[src/rtl/serial_prog_decoder.sv]
module serial_prog_decoder #(
  parameter int REF_DIV = 1,
  parameter int MIN_MUL = 6,
  parameter int MAX_MUL = 4096
) (
  input  logic       clk,
  input  logic       rst_n,
  input  logic       wr_valid,
  input  logic [3:0] wr_sel,
  output logic       commit_o,
  output logic [4:0] commit_loc_o,
  output logic [7:0] commit_fb_o,
  output logic [1:0] commit_pd_o,
  output logic       commit_ext_o,
  output logic       quiet_o,
  output logic [3:0] vclk_sel_o,
  output logic       frame_err_o
);
  localparam int TMIN   = MIN_MUL * REF_DIV;
  localparam int TMAX   = MAX_MUL * REF_DIV;
  localparam int TQUIET = 2 * TMAX;
  localparam int CW     = $clog2(TQUIET + 1);
  localparam int PBITS  = 20;
  localparam logic [CW-1:0] TMIN_C = CW'(TMIN);
  localparam logic [CW-1:0] TMAX_C = CW'(TMAX);
  localparam logic [CW-1:0] SAT_C  = CW'(TQUIET);
  localparam logic [5:0]    LAST_C = 6'd41;

  logic [CW-1:0]    gap_q;
  logic             idle_q, active_q;
  logic [5:0]       idx_q;
  logic [PBITS-1:0] sh_q;
  logic [3:0]       last_q;

  wire sclk = wr_sel[3];
  wire sdat = wr_sel[2];
  wire at_sat  = (gap_q == SAT_C);
  wire start_w = wr_valid && (idle_q || at_sat);
  wire cont_w  = wr_valid && !start_w && active_q;
  wire gap_ok  = (gap_q >= TMIN_C) && (gap_q <= TMAX_C);
  wire take    = start_w || (cont_w && gap_ok);
  wire quiet_w = !wr_valid && at_sat && !idle_q;
  wire part_q  = active_q && (idx_q != 6'd0);

  wire [5:0] pos    = start_w ? 6'd0 : idx_q;
  wire       exp_ck = (pos >= 6'd2) && pos[0];
  wire       pre_ok = (pos >= 6'd2) || (sdat == pos[0]);
  wire       fmt_ok = (sclk == exp_ck) && pre_ok;
  wire       shift  = (pos >= 6'd2) && pos[0];

  wire [PBITS-1:0] sh_n = {sdat, sh_q[PBITS-1:1]};
  wire flags_ok = !sh_n[0] && !sh_n[1] && sh_n[18] && sh_n[19];

  always_ff @(posedge clk or negedge rst_n) begin
    if (!rst_n) begin
      gap_q        <= SAT_C;
      idle_q       <= 1'b1;
      active_q     <= 1'b0;
      idx_q        <= '0;
      sh_q         <= '0;
      last_q       <= '0;
      vclk_sel_o   <= '0;
      commit_o     <= 1'b0;
      frame_err_o  <= 1'b0;
      quiet_o      <= 1'b0;
      commit_loc_o <= '0;
      commit_fb_o  <= '0;
      commit_pd_o  <= '0;
      commit_ext_o <= 1'b0;
    end else begin
      commit_o    <= 1'b0;
      frame_err_o <= 1'b0;
      quiet_o     <= 1'b0;

      if (wr_valid) begin
        gap_q  <= CW'(1);
        idle_q <= 1'b0;
        last_q <= wr_sel;
      end else if (!at_sat) begin
        gap_q <= gap_q + 1'b1;
      end

      if (quiet_w) begin
        idle_q      <= 1'b1;
        quiet_o     <= 1'b1;
        vclk_sel_o  <= last_q;
        frame_err_o <= part_q;
        active_q    <= 1'b0;
        idx_q       <= '0;
        sh_q        <= '0;
      end else if (take) begin
        frame_err_o <= start_w && part_q;
        if (!fmt_ok) begin
          frame_err_o <= 1'b1;
          active_q    <= 1'b0;
          idx_q       <= '0;
          sh_q        <= '0;
        end else if (pos == LAST_C) begin
          idx_q <= '0;
          sh_q  <= '0;
          if (flags_ok) begin
            commit_o     <= 1'b1;
            commit_loc_o <= sh_n[6:2];
            commit_fb_o  <= sh_n[14:7];
            commit_ext_o <= sh_n[15];
            commit_pd_o  <= sh_n[17:16];
            active_q     <= 1'b1;
          end else begin
            frame_err_o <= 1'b1;
            active_q    <= 1'b0;
          end
        end else begin
          active_q <= 1'b1;
          idx_q    <= pos + 6'd1;
          if (pos == 6'd0) sh_q <= '0;
          else if (shift)  sh_q <= sh_n;
        end
      end else if (cont_w) begin
        frame_err_o <= 1'b1;
        active_q    <= 1'b0;
        idx_q       <= '0;
        sh_q        <= '0;
      end
    end
  end
endmodule

[config.mk]
export PLATFORM = sky130hd
export DESIGN_NAME = serial_prog_decoder
export DESIGN_NICKNAME = d
export VERILOG_FILES = /design/src/rtl/serial_prog_decoder.sv
export SDC_FILE = /design/constraint.sdc
export NUM_CORES = 1
export LEC_CHECK = 0
export BUFFER_PORTS_ARGS = -buffer_cell sky130_fd_sc_hd__clkbuf_2
export CORE_UTILIZATION = 44
export CTS_BUF_LIST = sky130_fd_sc_hd__clkbuf_8
export DETAILED_ROUTE_END_ITERATION = 10
export HOLD_SLACK_MARGIN = 0.06
export SYNTH_ARGS = -nofsm -noshare
export SYNTH_HDL_FRONTEND = slang
export SYNTH_SLANG_ARGS = --single-unit
[constraint.sdc]
create_clock -name clk -period 7.3 [get_ports clk]
set_input_delay 1.46 -clock clk [delete_from_list [all_inputs] [get_ports clk]]
set_output_delay 1.46 -clock clk [all_outputs]
set_load 0.02 [all_outputs]
=== Yosys cells after proc, flatten, opt, wreduce, memory -nomap -nowiden ===
Cells that the tools add are included.

* Logic and storage cells: 88
* Input port bits: 7
* Register bits after elaboration: 69
* Output and inout port bits: 23

* Reduce and logical (&&, ||, !) cells: 28
* Mux-type cells: 34
* Add/subtract/negate cells: 2
* Bitwise gates (word level): 1
* Order comparisons: 3
* Eq/ne operators: 6

{| class="wikitable"
|+ Operator list
! kind !! count
|-
| 2-to-1 mux 20 bit || 7
|-
| 2-to-1 mux 6 bit || 6
|-
| 2-to-1 mux 14 bit || 2
|-
| 2-to-1 mux 1 bit || 19
|-
| adder 14 x 1 -> 14 bit (second input constant) || 1
|-
| equality test 14 bit (second input constant) || 1
|-
| greater-or-equal comparator 14 x 3 -> 1 bit (second input constant) || 1
|-
| less-or-equal comparator 14 x 13 -> 1 bit (second input constant) || 1
|-
| logical AND 1 bit || 14
|-
| adder 6 x 1 -> 6 bit (second input constant) || 1
|-
| equality test 6 bit (second input constant) || 1
|-
| greater-or-equal comparator 6 x 2 -> 1 bit (second input constant) || 1
|-
| zero test 6 bit || 1
|-
| != test 6 x 4 -> 1 bit (second input constant) || 1
|-
| nonzero test 6 bit || 1
|-
| zero test 1 bit || 5
|-
| AND reduction 5 bit || 1
|-
| logical OR 1 bit || 3
|-
| nonzero test 3 bit || 1
|-
| equality test 1 bit || 2
|-
| != test 2 bit (second input constant) || 1
|-
| AND reduction 2 bit || 1
|-
| nonzero test 2 bit || 1
|-
| inverter 1 bit || 1
|}

=== Logic depth before layout (Yosys ltp) ===
Gate-level depths: netlist of the first run.

* Depth in word-level cells: 12
* Mapped depth: 15

=== Worst setup path after synthesis of the first run ===
OpenSTA, ideal clock, no wires.

* Kind: input-to-reg
* From: input port wr_valid
* To: register commit_fb_o[0]
* Stages on the path: 13
* Arrival time: 4.223 ns
* Path slack: 2.949 ns
* Setup time: 0.128 ns
* Buffers on the path: 3
* Cells stage by stage: clkbuf_1 > and2_1 > a41oi_1 > clkbuf_1 > nand2_1 > inv_1 > ha_1 > nor4bb_1 > nand3_1 > nor2_1 > o211ai_2 > buf_4 > mux2_1

* Word-level cells in the longest chain between the ends: 7

{| class="wikitable"
|+ Ends and longest elaborated chain
! element !! RTL line !! RTL
|-
| from (decl) || 8 || <nowiki>input logic wr_valid,</nowiki>
|-
| logical AND 1 bit || 38 || <nowiki>wire start_w = wr_valid && (idle_q || at_sat);</nowiki>
|-
| 2-to-1 mux 6 bit or zero test 1 bit (tied branches) || 45, 39 ||
|-
| greater-or-equal comparator 6 x 2 -> 1 bit or logical AND 1 bit (tied branches) || 46, 47, 39 ||
|-
| logical AND 1 bit, on equally long branches || 46, 39 ||
|-
| equality test 1 bit or logical AND 1 bit (tied branches) || 48, 41 ||
|-
| logical AND 1 bit or logical OR 1 bit (tied branches) || 48, 41 ||
|-
| AND reduction 5 bit (no source line) * || n/a ||
|-
| to (signal assigned) || 104 || <nowiki>commit_fb_o <= sh_n[14:7];</nowiki>
|-
| to (decl) || 12 || <nowiki>output logic [7:0] commit_fb_o,</nowiki>
|}

Every way passes the cells marked *; elsewhere a longest branch is shown, timed or not.
A chain may end at the register's enable or synchronous reset.

=== Worst setup path in the final report of the first run ===
* From: input port wr_valid
* To: register commit_fb_o[1]

Same word-level chain as after synthesis.

==> results of run 1 <==
==> synthesized netlist by cell type (2+ instances only) <==
library cell	count	share of area, %
sky130_fd_sc_hd__nand3_1	12	1.9
sky130_fd_sc_hd__a21oi_1	8	1.3
sky130_fd_sc_hd__nor2_1	21	2.5
sky130_fd_sc_hd__and3_1	7	1.4
sky130_fd_sc_hd__ha_1	7	2.8
sky130_fd_sc_hd__mux2_2	21	7.5
sky130_fd_sc_hd__dfrtp_1	66	52
sky130_fd_sc_hd__xor2_1	6	1.7
sky130_fd_sc_hd__buf_4	2	0.48
sky130_fd_sc_hd__and2_1	4	0.79
sky130_fd_sc_hd__a22o_1	19	5.3
sky130_fd_sc_hd__xnor2_1	3	0.83
sky130_fd_sc_hd__mux2_1	3	1.1
sky130_fd_sc_hd__nor4bb_1	3	0.95
sky130_fd_sc_hd__nor3b_1	2	0.48
sky130_fd_sc_hd__a41oi_1	2	0.56
sky130_fd_sc_hd__or3_1	4	0.79
sky130_fd_sc_hd__nand2b_1	2	0.40
sky130_fd_sc_hd__nor2b_1	3	0.60
sky130_fd_sc_hd__o21ai_0	9	1.4
sky130_fd_sc_hd__nand4_1	6	1.2
sky130_fd_sc_hd__buf_6	3	1.1
sky130_fd_sc_hd__dfstp_2	2	1.7
sky130_fd_sc_hd__clkbuf_1	4	0.48
sky130_fd_sc_hd__inv_1	10	1.2
sky130_fd_sc_hd__nor3_1	4	0.63
sky130_fd_sc_hd__a31oi_1	7	1.4
sky130_fd_sc_hd__nand2_1	13	1.5
==> worst max-delay path by stage <==
stage / depth (start not counted) / slack (ps) / end / startpoint
after floorplan: 13 / 2950 / commit_fb_o[0]$_DFFE_PN0P_ / wr_valid
after global placement: 11 / 1790 / commit_fb_o[1]$_DFFE_PN0P_ / wr_valid
after detailed placement: 11 / 1730 / commit_fb_o[1]$_DFFE_PN0P_ / wr_valid
after CTS: 11 / 2100 / commit_fb_o[1]$_DFFE_PN0P_ / wr_valid
after global routing: 11 / 1700 / commit_loc_o[1]$_DFFE_PN0P_ / wr_valid
final: 11 / 2090 / commit_fb_o[1]$_DFFE_PN0P_ / wr_valid
==> where the power goes <==
| group | internal, uW | switching, uW |
|---|---|---|
| combinational | 8.74 | 16.7 |
| sequential | 381 | 5.11 |
| clock | 159 | 156 |
| total | 548 | 177 |
==> cells by family after synthesis <==
logic type / after synthesis
simple gates: 89
mux: 24
xor+xnor: 9
flops: 68
fa+ha+maj: 7
compound gates: 55
buf+inv: 21
==> per-layer routing <==
metal,wire length [um],up-vias,GRT usage [%]
met5,0,-,0
met4,94,0,7.27
met3,240,8,5.14
met2,2500,44,23.3
met1,3170,1082,27.7
li1,-,1067,-
==> per-stage QoR <==
step | util [%] | instances | total power [uW] | hold slack (ps)
floorplan | - | 273 | 405 | 474
global placement | 48.8 | 388 | 419 | 475
detailed placement | 48.8 | 388 | 420 | 484
CTS | 51.7 | 404 | 734 | 501
global route | 51.7 | 404 | 761 | 521
finish | 51.7 | 404 | 726 | 497
==> final cells by class <==
cell class / instances / area share, %
clock buffers: 9 / 3.49
clock inverters: 7 / 2.11
inverters: 10 / 1.06
multi-input cells: 184 / 37.7
flip-flops and latches: 68 / 48.0
well taps: 96 / 3.38
repair buffers: 30 / 4.30
==> registers in the layout, indices dropped and copies added, names as in the netlist <==
signal	cells
commit_pd_o	2
frame_err_o	1
idx_q	6
commit_loc_o	5
commit_o	1
quiet_o	1
last_q	4
commit_ext_o	1
gap_q	14
idle_q	1
sh_q	19
vclk_sel_o	4
active_q	1
commit_fb_o	8
==> worst reg2reg max path: stages, from the launching register on <==
cell and delay (ps):
sky130_fd_sc_hd__dfrtp_1 460, sky130_fd_sc_hd__inv_1 90, sky130_fd_sc_hd__ha_1 190, sky130_fd_sc_hd__nor4bb_1 150, sky130_fd_sc_hd__a41oi_1 950, sky130_fd_sc_hd__nand2_1 300
sky130_fd_sc_hd__inv_1 150, sky130_fd_sc_hd__ha_1 180, sky130_fd_sc_hd__nor4bb_1 360, sky130_fd_sc_hd__nand3_1 290, sky130_fd_sc_hd__nor2_1 300, sky130_fd_sc_hd__o211ai_2 420
sky130_fd_sc_hd__mux2_1 460
==> metrics.md, run 1 <==
| Metric | Value |
|---|---|
| Die Footprint | `7510 sq um` |
| Crit path time final | `5210 ps` |
| WS Path Type | `input pin to flop` |
| Hold_sp | `commit_loc_o[1]$_DFFE_PN0P_` |
| Layout cell share with drive strength beyond 1 | `24.0%` |
| IO Pins | `30` |
| Total detailed-routing wirelength | `6.01 mm` |
| Count of mapped cells out of synthesis | `273` |
| Proportion of register bits with asynchronous set or reset after synthesis | `100%` |
| Synthesis-to-finish area growth | `12.7%` |
| Flop and latch count out of synthesis | `68` |
| CP endpoint kind | `flop` |
| TritonCTS clock tree | `done` |
| Mapped cell area | `3150 sq um` |
| GRT Overall Usage | `18.0%` |
| Filler instances | `631` |
| Post-route worst setup slack | `2090 ps` |
| Number of nets in the final layout | `317` |
| Non-Filler Cell Area, Final | `3550 sq um` |
| Setup slack at placement | `1730 ps` |
| Dpl cell area | `3350 sq um` |
| Final hold violations | `0` |
| Grt total ovfl | `0` |
| Hold buffer count at CTS | `0` |
| Vertical die dimension | `86.7 um` |
| Area of the multi-input gates | `1340 sq um` |
| TritonCTS sink count | `68` |
| Longest individual stage delay on the worst path | `910 ps` |
| Antenna fix cells | `0` |
| Vias per std cell | `5.45` |
| IR drop worst, VDD | `0.0927 mV` |
| Num CTS Buffers | `9` |
| Setup repair after global routing missed its margin | `no` |
| First-pass GRT wire length | `10.2 mm` |
| Count of input and output buffers | `29` |
| Worst hold path class | `flop to flop` |
| Number of buffers on the longest clock path | `2` |
| Core ar. | `6870 sq um` |
| Fraction of the mapped netlist area in compound gates | `13.1%` |
| DRC violation count after routing | `0` |
| Hold depth | `1` |
| Reg-to-reg endpoint | `commit_fb_o[1]$_DFFE_PN0P_` |
| Part of the Yosys area used for sequential elements | `54.0%` |
| Final number of setup-violating endpoints | `0` |
| Share of synthesized cell area in full adder, half adder and majority cells | `2.78%` |
| Startpoint type of the worst setup path | `input pin` |
| Number of flops mapped to enable cells by yosys | `0` |
| Worst slew margin | `22.5%` |
| Routed vias | `2,201` |
| Number of distinct library cells after synthesis | `48` |
| Clock Latency Late Sink | `340 ps` |
| Actual slew at the worst max-slew pin | `1150 ps` |
| Signal arrival time at the worst endpoint | `5430 ps` |
| Area fraction in and, or, nand and nor cells after synthesis | `15.6%` |
| Starting utilization of the core area | `45.9%` |
| # Post-CTS Setup Buffers | `0` |
| Startpoint of the lowest-slack register-to-register path | `gap_q[0]$_DFFE_PN0P_` |
| # H-tree levels | `3` |
| FF-to-FF setup slack | `2880 ps` |
| Initial DRC Count | `96` |
| Final worst-path cycle share | `71.3%` |
| Most frequent standard cell in the layout excluding fill and tap cells | `sky130_fd_sc_hd__dfrtp_1` |
| Multiplexer fraction of the synthesized cell area | `8.57%` |
| Routability cong. | `0.828` |
| Parity-gate share of the synthesized area counting xor and xnor cells | `2.50%` |
| Run status | `finished clean` |
| Detailed placer's ending HPWL | `3.88 mm` |
| FMAX | `192 MHz` |
| Root buffer selected by CTS | `sky130_fd_sc_hd__clkbuf_8` |
| Initial DRT Pass Iterations | `4` |
| Register Area | `1700 sq um` |
| Gate family responsible for the most delay along the worst path | `simple AND/OR/NAND/NOR gates` |
| Max-cap violation count | `0` |
| Cell Chain, Critical Path | `clkbuf_2, nor3b_1, a41oi_1, nand2_1, inv_1, ha_1, nor4bb_1, nand3_1, nor2_1, o211ai_2, mux2_1` |
| Vias in the first global route | `1,997` |
| Antenna viol nets, final | `0` |
| Clock-pin slew reported for the worst setup and hold paths after clock tree synthesis | `80 ps` |
| Leading cell types in the layout, fill and taps excluded | `66 x sky130_fd_sc_hd__dfrtp_1, 28 x sky130_fd_sc_hd__clkbuf_2, 21 x sky130_fd_sc_hd__nor2_1, 21 x sky130_fd_sc_hd__mux2_2, 19 x sky130_fd_sc_hd__a22o_1` |
| Post-cts resize count | `0` |
| Leakage component of the power | `0.00170 uW` |
| Critical path required time | `7530 ps` |
| Buf/Inv on CP | `2` |
| Endpoint, Worst Hold | `commit_loc_o[1]$_DFFE_PN0P_` |
| Number of antenna violations at the first check in global routing | `0` |
| Post-Syn Nets | `287` |
| Combinational family with the most area after synthesis | `simple AND/OR/NAND/NOR gates` |
| Warnings from Yosys | `0` |
| Max Slew Vio Count | `0` |
| Peak fanout along the critical path | `29` |
| Average routed wire per standard cell | `14.9 um` |
| Slowest cell on the critical path | `sky130_fd_sc_hd__a41oi_1` |
| Worst R2R Path Depth | `12` |
| Most instantiated flip-flop cell in the synthesis netlist | `sky130_fd_sc_hd__dfrtp_1` |
| Die X-Extent | `86.7 um` |
| Largest net degree at the start of global routing | `69` |
| Mean post-synth cell area | `11.5 sq um` |
| Clock Skews | `7.17 ps` |
| Total negative slack | `0 ps` |
| Pwr/cell area | `204 nW/um^2` |
| Number of cell rows | `30` |
(Power assumes the default switching activity.)
==> inputs of run 2 (changes only) <==
clock period = 4.6 ns   (was 7.3 ns; I/O delays follow)
==> run 2 against run 1 <==
- non-clock buffer count increased by 2
- worst hold slack got worse by 4.2 ps
- register-to-register slack got worse by 2100 ps
- global-route usage decreased by 0.15 points
- wire length decreased by 0.52%
==> metrics.md, run 2 (synthesized netlist as in run 1, its figures left out) <==
| Metric | Value |
|---|---|
| Layout cell share with drive strength beyond 1 | `24.5% (was 24.0%)` |
| Setup repair after global routing missed its margin | `no (unchanged)` |
| Grt total ovfl | `0 (unchanged)` |
| Vias in the first global route | `2,065 (was 1,997)` |
| Registers with the highest flip-flop counts | `sh_q (19), gap_q (14), commit_fb_o (8) (unchanged)` |
| CP endpoint kind | `flop (unchanged)` |
| Average routed wire per standard cell | `14.7 um (was 14.9 um)` |
| Vias per std cell | `5.38 (was 5.45)` |
| Synthesis-to-finish area growth | `13.4% (was 12.7%)` |
| Vertical die dimension | `86.7 um (unchanged)` |
| Routability cong. | `0.862 (was 0.828)` |
| Setup slack at placement | `623 ps (was 1730 ps)` |
| WS Path Type | `flop to flop (was input pin to flop)` |
| Hold buffer count at CTS | `0 (unchanged)` |
| Signal arrival time at the worst endpoint | `4010 ps (was 5430 ps)` |
| Beginning of the critical path | `gap_q[0]$_DFFE_PN0P_ (was wr_valid)` |
| Number of buffers on the longest clock path | `2 (unchanged)` |
| Total detailed-routing wirelength | `5.98 mm (was 6.01 mm)` |
| Post-cts resize count | `0 (unchanged)` |
| Detailed placer's ending HPWL | `4.10 mm (was 3.88 mm)` |
| Max-cap violation count | `0 (unchanged)` |
| Antenna fix cells | `0 (unchanged)` |
| Switching share of power | `24.7% (was 24.5%)` |
| Met1 usage in global routing | `25.3% (was 27.7%)` |
| Die Footprint | `7510 sq um (unchanged)` |
| Slowest cell on the critical path | `sky130_fd_sc_hd__dfrtp_1 (was sky130_fd_sc_hd__a41oi_1)` |
| Crit path time final | `3780 ps` |
| Busiest layer in global routing | `met2 (was met1)` |
| Longest individual stage delay on the worst path | `460 ps (was 910 ps)` |
| Final worst-path cycle share | `82.2%` |
| Number of nets in the final layout | `319 (was 317)` |
| Total negative slack | `0 ps (unchanged)` |
| Gate family responsible for the most delay along the worst path | `simple AND/OR/NAND/NOR gates (unchanged)` |
| TritonCTS clock tree | `done (unchanged)` |
| TritonCTS sink count | `68 (unchanged)` |
| Final number of setup-violating endpoints | `0 (unchanged)` |
| Worst hold slack | `493 ps (was 497 ps)` |
| # H-tree levels | `3 (unchanged)` |
| Largest net degree at the start of global routing | `41 (was 69)` |
| Worst slew margin | `41.6% (was 22.5%)` |
| Clk network pwr share | `44.0% (was 43.3%)` |
| Post-route worst setup slack | `818 ps (was 2090 ps)` |
| Dpl cell area | `3370 sq um (was 3350 sq um)` |
| Leakage component of the power | `0.00172 uW (was 0.00170 uW)` |
| Actual slew at the worst max-slew pin | `873 ps (was 1150 ps)` |
| Buf/Inv on CP | `3 (was 2)` |
| Net switching power of the design | `289 uW (was 177 uW)` |
| # Post-CTS Setup Buffers | `0 (unchanged)` |
| Cell Chain, Critical Path | `inv_1, ha_1, nor4bb_1, a41oi_1, buf_4, and2_1, inv_1, ha_1, nor4bb_1, nand3_1, nor2_1, o211ai_2, mux2_1 (was clkbuf_2, nor3b_1, a41oi_1, nand2_1, inv_1, ha_1, nor4bb_1, nand3_1, nor2_1, o211ai_2, mux2_1)` |
| Post-route total power | `1170 uW (was 726 uW)` |
| Root buffer selected by CTS | `sky130_fd_sc_hd__clkbuf_8 (unchanged)` |
| DRC violation count after routing | `0 (unchanged)` |
| Combinational cell fraction of total power | `3.5% (about the same)` |
| Number of antenna violations at the first check in global routing | `0 (unchanged)` |
| Hold_sp | `commit_fb_o[0]$_DFFE_PN0P_ (was commit_loc_o[1]$_DFFE_PN0P_)` |
| Run status | `finished clean (unchanged)` |
| Worst hold path class | `flop to flop (unchanged)` |
| Register Area | `1700 sq um (unchanged)` |
| Die X-Extent | `86.7 um (unchanged)` |
| IR drop worst, VDD | `0.212 mV (was 0.0927 mV)` |
| Area of the multi-input gates | `1340 sq um (unchanged)` |
| Peak fanout along the critical path | `16 (was 29)` |
| Antenna viol nets, final | `0 (unchanged)` |
| Internal power | `879 uW (was 548 uW)` |
| First-pass GRT wire length | `10.2 mm (about the same)` |
| Core ar. | `6870 sq um (unchanged)` |
| Routed vias | `2,186 (was 2,201)` |
| Non-Filler Cell Area, Final | `3580 sq um (was 3550 sq um)` |
| IO Pins | `30 (unchanged)` |
| Met2 track demand over resource | `25.8% (was 23.3%)` |
| Fraction of power consumed by sequential logic | `52.5% (was 53.2%)` |
| Initial DRC Count | `93 (was 96)` |
| Clock Skews | `8.41 ps (was 7.17 ps)` |
| Most frequent standard cell in the layout excluding fill and tap cells | `sky130_fd_sc_hd__dfrtp_1 (unchanged)` |
| Num CTS Buffers | `9 (unchanged)` |
| Met3 Resource Use GR | `4.86% (was 5.14%)` |
| Filler instances | `603 (was 631)` |
| Clock Latency Late Sink | `340 ps (about the same)` |
| FMAX | `264 MHz` |
| Count of input and output buffers | `29 (unchanged)` |
| Initial DRT Pass Iterations | `5 (was 4)` |
| Starting utilization of the core area | `45.9% (unchanged)` |
| Clock-pin slew reported for the worst setup and hold paths after clock tree synthesis | `80 ps (about the same)` |
| Critical path required time | `4830 ps (was 7530 ps)` |
| Startpoint of the lowest-slack register-to-register path | `gap_q[0]$_DFFE_PN0P_ (unchanged)` |
| Pwr/cell area | `326 nW/um^2 (was 204 nW/um^2)` |
| Largest reg by FF count | `sh_q (unchanged)` |
| Leading cell types in the layout, fill and taps excluded | `66 x sky130_fd_sc_hd__dfrtp_1, 28 x sky130_fd_sc_hd__clkbuf_2, 21 x sky130_fd_sc_hd__nor2_1, 21 x sky130_fd_sc_hd__mux2_2, 19 x sky130_fd_sc_hd__a22o_1 (unchanged)` |
| Final hold violations | `0 (unchanged)` |
| Number of cell rows | `30 (unchanged)` |
| Max Slew Vio Count | `0 (unchanged)` |
| Flip-flop count of the largest register after layout | `19 (unchanged)` |
| GRT Overall Usage | `17.8% (was 18.0%)` |
| Startpoint type of the worst setup path | `flop (was input pin)` |
[run 2: changes by cell type in the layout (fill, tap and decap cells not counted), sizes merged]
cell,delta
buf,+2
clkinvlp,-2
inv,+2
[run 2: cell type report]
type | count | share of cell area [%]
sequential | 68 | 47.7
multi-input combinational | 184 | 37.4
clock buffer | 9 | 3.46
tap | 96 | 3.36
inverter | 10 | 1.05
timing repair buffer | 32 | 4.69
clock inverter | 7 | 2.34
[run 2: path summary, 6_finish.rpt]
check / slack (ps) / cells after the start / to
hold reg to reg: 490 / 1 / commit_fb_o[0]$_DFFE_PN0P_
min in group asynchronous: 690 / 1 / frame_err_o$_DFF_PN0_
hold / removal: 490 / 1 / commit_fb_o[0]$_DFFE_PN0P_
setup reg to reg: 820 / 13 / commit_loc_o[1]$_DFFE_PN0P_
setup / recovery: 820 / 13 / commit_loc_o[1]$_DFFE_PN0P_
max in group asynchronous: 3010 / 2 / commit_fb_o[4]$_DFFE_PN0P_
[run 2: per-stage QoR]
step,utilization [%],std cells
finish,52.1,406
global route,52.1,406
CTS,52.1,406
detailed placement,49.0,390
global placement,49.0,390
floorplan,-,273
[run 2: routing by layer]
layer  wire length [um]  part of all wire (%)
met1               2960                    50
met2               2740                    46
met3                205                   3.4
met4                 76                   1.3
met5                  0                     0
[run 2: power groups by stage]
stage               logic [uW]  clock network [uW]  registers [uW]
floorplan                 20.9                   0             622
global placement          41.6                   0             624
detailed placement        42.2                   0             625
CTS                       42.4                 531             613
global route              48.3                 548             614
finish                    40.9                 514             613
